## config.mk

```make
export PLATFORM = sky130hd
export DESIGN_NAME = token_perm_tracker
export DESIGN_NICKNAME = d
export VERILOG_FILES = /design/src/rtl/token_perm_tracker.sv
export SDC_FILE = /design/constraint.sdc
export NUM_CORES = 1
export LEC_CHECK = 0
export ABC_CLOCK_PERIOD_IN_PS = 3800
export BUFFER_PORTS_ARGS = -buffer_cell sky130_fd_sc_hd__buf_2
export CORE_AREA = 8 8 103 105
export CTS_CLUSTER_SIZE = 25
export DETAILED_ROUTE_END_ITERATION = 8
export DIE_AREA = 0 0 111 113
export PLACE_DENSITY = 0.66
export SYNTH_ARGS = -nofsm -noshare
export SYNTH_HDL_FRONTEND = slang
export SYNTH_SLANG_ARGS = --single-unit
```

## constraint.sdc

```tcl
create_clock -name clk -period 3.8 [get_ports clk]
set_clock_uncertainty 0.15 [all_clocks]
set_input_delay 0.57 -clock clk [delete_from_list [all_inputs] [get_ports clk]]
set_output_delay 0.57 -clock clk [all_outputs]
set_load 0.005 [all_outputs]
```

## src/rtl/token_perm_tracker.sv

```systemverilog
module token_perm_tracker #(
  parameter int LINES  = 8,
  parameter int TOKENS = 4,
  localparam int IW = (LINES > 1) ? $clog2(LINES) : 1,
  localparam int CW = $clog2(TOKENS + 1)
) (
  input  logic          clk,
  input  logic          rst_n,
  input  logic [IW-1:0] core_idx,
  output logic          core_rd_ok,
  output logic          core_wr_ok,
  input  logic          rsp_valid,
  input  logic [IW-1:0] rsp_idx,
  input  logic [CW-1:0] rsp_tokens,
  input  logic          rsp_owner,
  input  logic          rsp_has_data,
  input  logic          req_valid,
  input  logic [IW-1:0] req_idx,
  input  logic          req_write,
  input  logic          evict_valid,
  input  logic [IW-1:0] evict_idx,
  output logic          gnt_valid,
  output logic [IW-1:0] gnt_idx,
  output logic [CW-1:0] gnt_tokens,
  output logic          gnt_owner,
  output logic          gnt_data,
  output logic          wb_valid,
  output logic [IW-1:0] wb_idx,
  output logic [CW-1:0] wb_tokens,
  output logic          wb_owner,
  output logic          wb_data
);

  localparam logic [CW-1:0] ONE  = CW'(1);
  localparam logic [CW-1:0] FULL = CW'(TOKENS);

  logic [CW-1:0] cnt_q [LINES];
  logic          own_q [LINES];
  logic          vld_q [LINES];

  wire do_rsp = rsp_valid;
  wire do_req = req_valid && !rsp_valid;
  wire do_evt = evict_valid && !rsp_valid && !req_valid;

  wire [CW-1:0] req_cnt = cnt_q[req_idx];
  wire          req_own = own_q[req_idx];
  wire          req_vld = vld_q[req_idx];
  wire [CW-1:0] ev_cnt  = cnt_q[evict_idx];
  wire [CW-1:0] rsp_cnt = cnt_q[rsp_idx];

  assign core_rd_ok = vld_q[core_idx] && (cnt_q[core_idx] != '0);
  assign core_wr_ok = vld_q[core_idx] && (cnt_q[core_idx] == FULL);

  always_ff @(posedge clk) begin
    if (!rst_n) begin
      for (int i = 0; i < LINES; i++) begin
        cnt_q[i] <= '0;
        own_q[i] <= 1'b0;
        vld_q[i] <= 1'b0;
      end
      gnt_valid  <= 1'b0;
      gnt_idx    <= '0;
      gnt_tokens <= '0;
      gnt_owner  <= 1'b0;
      gnt_data   <= 1'b0;
      wb_valid   <= 1'b0;
      wb_idx     <= '0;
      wb_tokens  <= '0;
      wb_owner   <= 1'b0;
      wb_data    <= 1'b0;
    end else begin
      gnt_valid <= 1'b0;
      wb_valid  <= 1'b0;
      if (do_rsp) begin
        cnt_q[rsp_idx] <= rsp_cnt + rsp_tokens;
        if (rsp_owner) own_q[rsp_idx] <= 1'b1;
        if (rsp_has_data && rsp_tokens != '0) vld_q[rsp_idx] <= 1'b1;
      end else if (do_req) begin
        gnt_idx <= req_idx;
        if (req_write) begin
          if (req_cnt != '0) begin
            gnt_valid  <= 1'b1;
            gnt_tokens <= req_cnt;
            gnt_owner  <= req_own;
            gnt_data   <= req_vld;
            cnt_q[req_idx] <= '0;
            own_q[req_idx] <= 1'b0;
            vld_q[req_idx] <= 1'b0;
          end
        end else if (req_cnt > ONE) begin
          gnt_valid  <= 1'b1;
          gnt_tokens <= req_cnt - ONE;
          gnt_owner  <= 1'b0;
          gnt_data   <= req_own && req_vld;
          cnt_q[req_idx] <= ONE;
        end else if (req_cnt == ONE && req_own) begin
          gnt_valid  <= 1'b1;
          gnt_tokens <= ONE;
          gnt_owner  <= 1'b1;
          gnt_data   <= req_vld;
          cnt_q[req_idx] <= '0;
          own_q[req_idx] <= 1'b0;
          vld_q[req_idx] <= 1'b0;
        end
      end else if (do_evt && ev_cnt != '0) begin
        wb_valid  <= 1'b1;
        wb_idx    <= evict_idx;
        wb_tokens <= ev_cnt;
        wb_owner  <= own_q[evict_idx];
        wb_data   <= own_q[evict_idx] && vld_q[evict_idx];
        cnt_q[evict_idx] <= '0;
        own_q[evict_idx] <= 1'b0;
        vld_q[evict_idx] <= 1'b0;
      end
    end
  end

  AST_NO_OVERFLOW: assert property (@(posedge clk) disable iff (!rst_n)
    rsp_valid |-> ({1'b0, rsp_cnt} + {1'b0, rsp_tokens} <= {1'b0, FULL}));
  AST_WR_NEEDS_RD: assert property (@(posedge clk) disable iff (!rst_n)
    core_wr_ok |-> core_rd_ok);
  AST_GNT_HAS_TOKENS: assert property (@(posedge clk) disable iff (!rst_n)
    gnt_valid |-> gnt_tokens != '0);
  AST_WB_HAS_TOKENS: assert property (@(posedge clk) disable iff (!rst_n)
    wb_valid |-> wb_tokens != '0);
  AST_ONE_MESSAGE: assert property (@(posedge clk) disable iff (!rst_n)
    !(gnt_valid && wb_valid));
  AST_READ_KEEPS_ONE: assert property (@(posedge clk) disable iff (!rst_n)
    (do_req && !req_write && req_cnt > ONE) |=> (gnt_valid && gnt_tokens == $past(req_cnt) - ONE));

endmodule

```

==> run metrics <==
Final period util=96.1%; initial antenna violation count=0; DRC errors left=0; RSZ-0062 raised after global routing=no; multi-input logic area=2200 um^2; CP required=3.70 ns; vias=3125; Clock Sinks=58; WS Path Type=flop to flop; most numerous cell in the Yosys netlist=nor2_1; FF+latch count, synth=58; area leader, netlist=edfxtp_1; Register Area=1400 um^2; Routed Antenna Nets=0; top cell type's share of synthesized area=19.5%; port bufs=42; final core utilization=49.9%; Initial Util=41.3%; worst-path fanout max=5; Slew headroom=54.9%; Max Cap Viol=0; drt total wl=10300 um; HP Class=flop to flop; Global Route Usage Sum=16.6%; CP endpoint kind=flop; total die area=12500 um^2; Clock transition at path regs=0.07 ns; FP Rows=35; 1st-iter DRT viols=204; Fmax=274 MHz; Setup WS post-layout=0.150 ns; Antenna Cells=0; static leakage=1.85 nW; H-tree levels=3; post-synthesis sequential area ratio=37.8%; Post-CTS Setup Repair Bufs=0; Die Y=113 um; GRT overflow=0; outcome=completed; fin. max-slew vios=0; # fillers=820; CTS Buffer Depth=2; CTS tree=yes; Netlist cell types=57; cts bufs inserted=9; Core Region=8980 um^2; worst slew pin tran=0.668 ns; root buffer cell=clkbuf_8; Placer Congestion=0.922; die width=111 um; CTS Hold Bufs=0; layout cells sized above 1=34.4%; pin count of the biggest net entering global routing=21; first-pass GRT wire length=16700 um; Synth area leaders=edfxtp_1 (19%), dfxtp_1 (18%), mux4_2 (14%), mux4_1 (5.7%), nor2_1 (4.4%); asr flop ratio synth=0%; crit path DAT=3.55 ns; power per cell area=366 nW/um^2; EDFF count, synth=24; top post-synthesis cells by count=nor2_1 (43), dfxtp_1 (34), nand2_1 (33); wire length per cell=19.4 um; syn nets=364; crit path launch type=flop; vias in the first global route=3123; minimum clock period=3.65 ns; Power Total=1.64 mW; Syn-to-layout area delta=20.9%; final hold slack=0.299 ns; Post-Synthesis Cells=336; endpoints failing setup=0; syn_area_per_cell=11.0 um^2; I/O pin count=43; Yosys warning total=0; Setup WS pre-CTS=-0.214 ns; Final #Nets=441; Post-DP HPWL=7860 um; Clock Latency Late Sink=0.34 ns; drt pass-1 iters=5; Post-synth top flop=dfxtp_1; Worst VDD drop=0.181 mV; Cell Area, Synth=3700 um^2; Fin. Hold Viols=0; post-detailed-route via-to-cell ratio=5.91
-- layout make-up --
class | instances | share of cell area, %
Clock buffer | 14 | 3.88
Multi-Input combinational cell | 252 | 49.0
Clock inverter | 2 | 0.223
Timing Repair Buffer | 85 | 11.9
Inverter | 7 | 0.587
Sequential cell | 58 | 31.3
Tap cell | 111 | 3.10
-- placed cells by master, fill, tap and decap left out, types with 2 or more instances in the layout --
cell type | netlist | routed
nand4b_1 | 2 | 2
mux4_1 | 8 | 6
mux2i_4 | 2 | 2
nand3_1 | 2 | 2
a21boi_1 | 2 | 2
nor3_1 | 5 | 5
a21oi_1 | 21 | 20
ha_1 | 4 | 3
inv_1 | 7 | 7
clkinv_2 | 0 | 2
o311ai_4 | 0 | 2
clkbuf_8 | 0 | 10
o21ai_0 | 10 | 10
or2_2 | 2 | 2
edfxtp_1 | 24 | 24
and2_1 | 5 | 5
a31oi_1 | 4 | 4
o311ai_0 | 2 | 2
clkbuf_1 | 11 | 3
buf_4 | 1 | 43
nor2_1 | 43 | 43
nand4_1 | 2 | 2
and3_1 | 5 | 5
a22o_1 | 3 | 3
mux4_2 | 23 | 25
mux2i_1 | 13 | 13
dfxtp_1 | 34 | 34
a32oi_1 | 6 | 6
nor2b_1 | 12 | 12
a21o_1 | 2 | 2
nand4bb_1 | 2 | 2
mux2_2 | 2 | 2
nand2_1 | 33 | 32
a31o_2 | 2 | 2
a22oi_1 | 10 | 10
buf_2 | 2 | 42
nand2b_1 | 4 | 4
-- path summary, 6_finish.rpt --
check,from,slack (ns),cells past startpoint,endpoint
max,cnt_q[4][1],0.15,10,cnt_q[1][2]
min,wb_idx[2],0.30,2,wb_idx[2]
max reg2reg,cnt_q[4][1],0.15,10,cnt_q[1][2]
min reg2reg,wb_idx[2],0.30,2,wb_idx[2]
-- state kept, by name, summed over array words and instances (netlist names) --
register    cells
gnt_idx         3
gnt_data        1
gnt_valid       1
vld_q           8
gnt_owner       1
wb_tokens       3
wb_idx          3
gnt_tokens      3
wb_valid        1
wb_data         1
wb_owner        1
own_q           8
cnt_q          24
-- power breakdown --
| group | internal, mW | leakage (nW) | switching, mW |
|---|---|---|---|
| Clock | 0.293 | 0.0956 | 0.253 |
| Sequential | 0.681 | 0.524 | 0.0273 |
| Combinational | 0.180 | 1.23 | 0.206 |
| Total | 1.15 | 1.85 | 0.487 |
-- cells by family (layout without fill, tap and decap cells) --
logic type / Yosys count / after routing / share of synthesized area, %
and+or+nand+nor: 122 / 122 / 16.1
AOI/OAI and AO/OA: 74 / 74 / 14.8
DFF: 58 / 58 / 37.8
muxes: 49 / 49 / 25.4
buffers and inverters: 26 / 108 / 3.45
adders and majority gates: 5 / 5 / 1.89
xor gates and xnor gates: 2 / 2 / 0.473
-- what timing repair did --
item / in CTS / in global routing
hold endpoints to repair: 0 / 0
setup endpoints to repair: 0 / 29
resized for setup: 0 / 2
-- worst max-delay path, cell delays in order (launching register included) --
cell	delay, ns
edfxtp_1	0.46
mux4_1	0.53
mux2_2	0.31
inv_1	0.12
ha_2	0.24
a21o_1	0.13
a21oi_2	0.09
nor2_1	0.27
o311ai_0	0.27
or4b_1	0.64
nand2_1	0.16
-- metal layers --
layer	track usage, %	part of all wire [%]	vias up
li1	-	-	1452
met1	20.5	42	1529
met2	27.0	48	123
met3	5.13	8.0	21
met4	5.50	2.1	0
met5	0	0	-
-- per-stage QoR --
stage,area (um^2),TNS (ns),cells
finish,4480,0,529
global route,4480,0,529
global placement,4280,-0.123,513
CTS,4460,0,529
detailed placement,4280,-6.82,513
floorplan,3700,0,336
(Power assumes the default switching activity.)
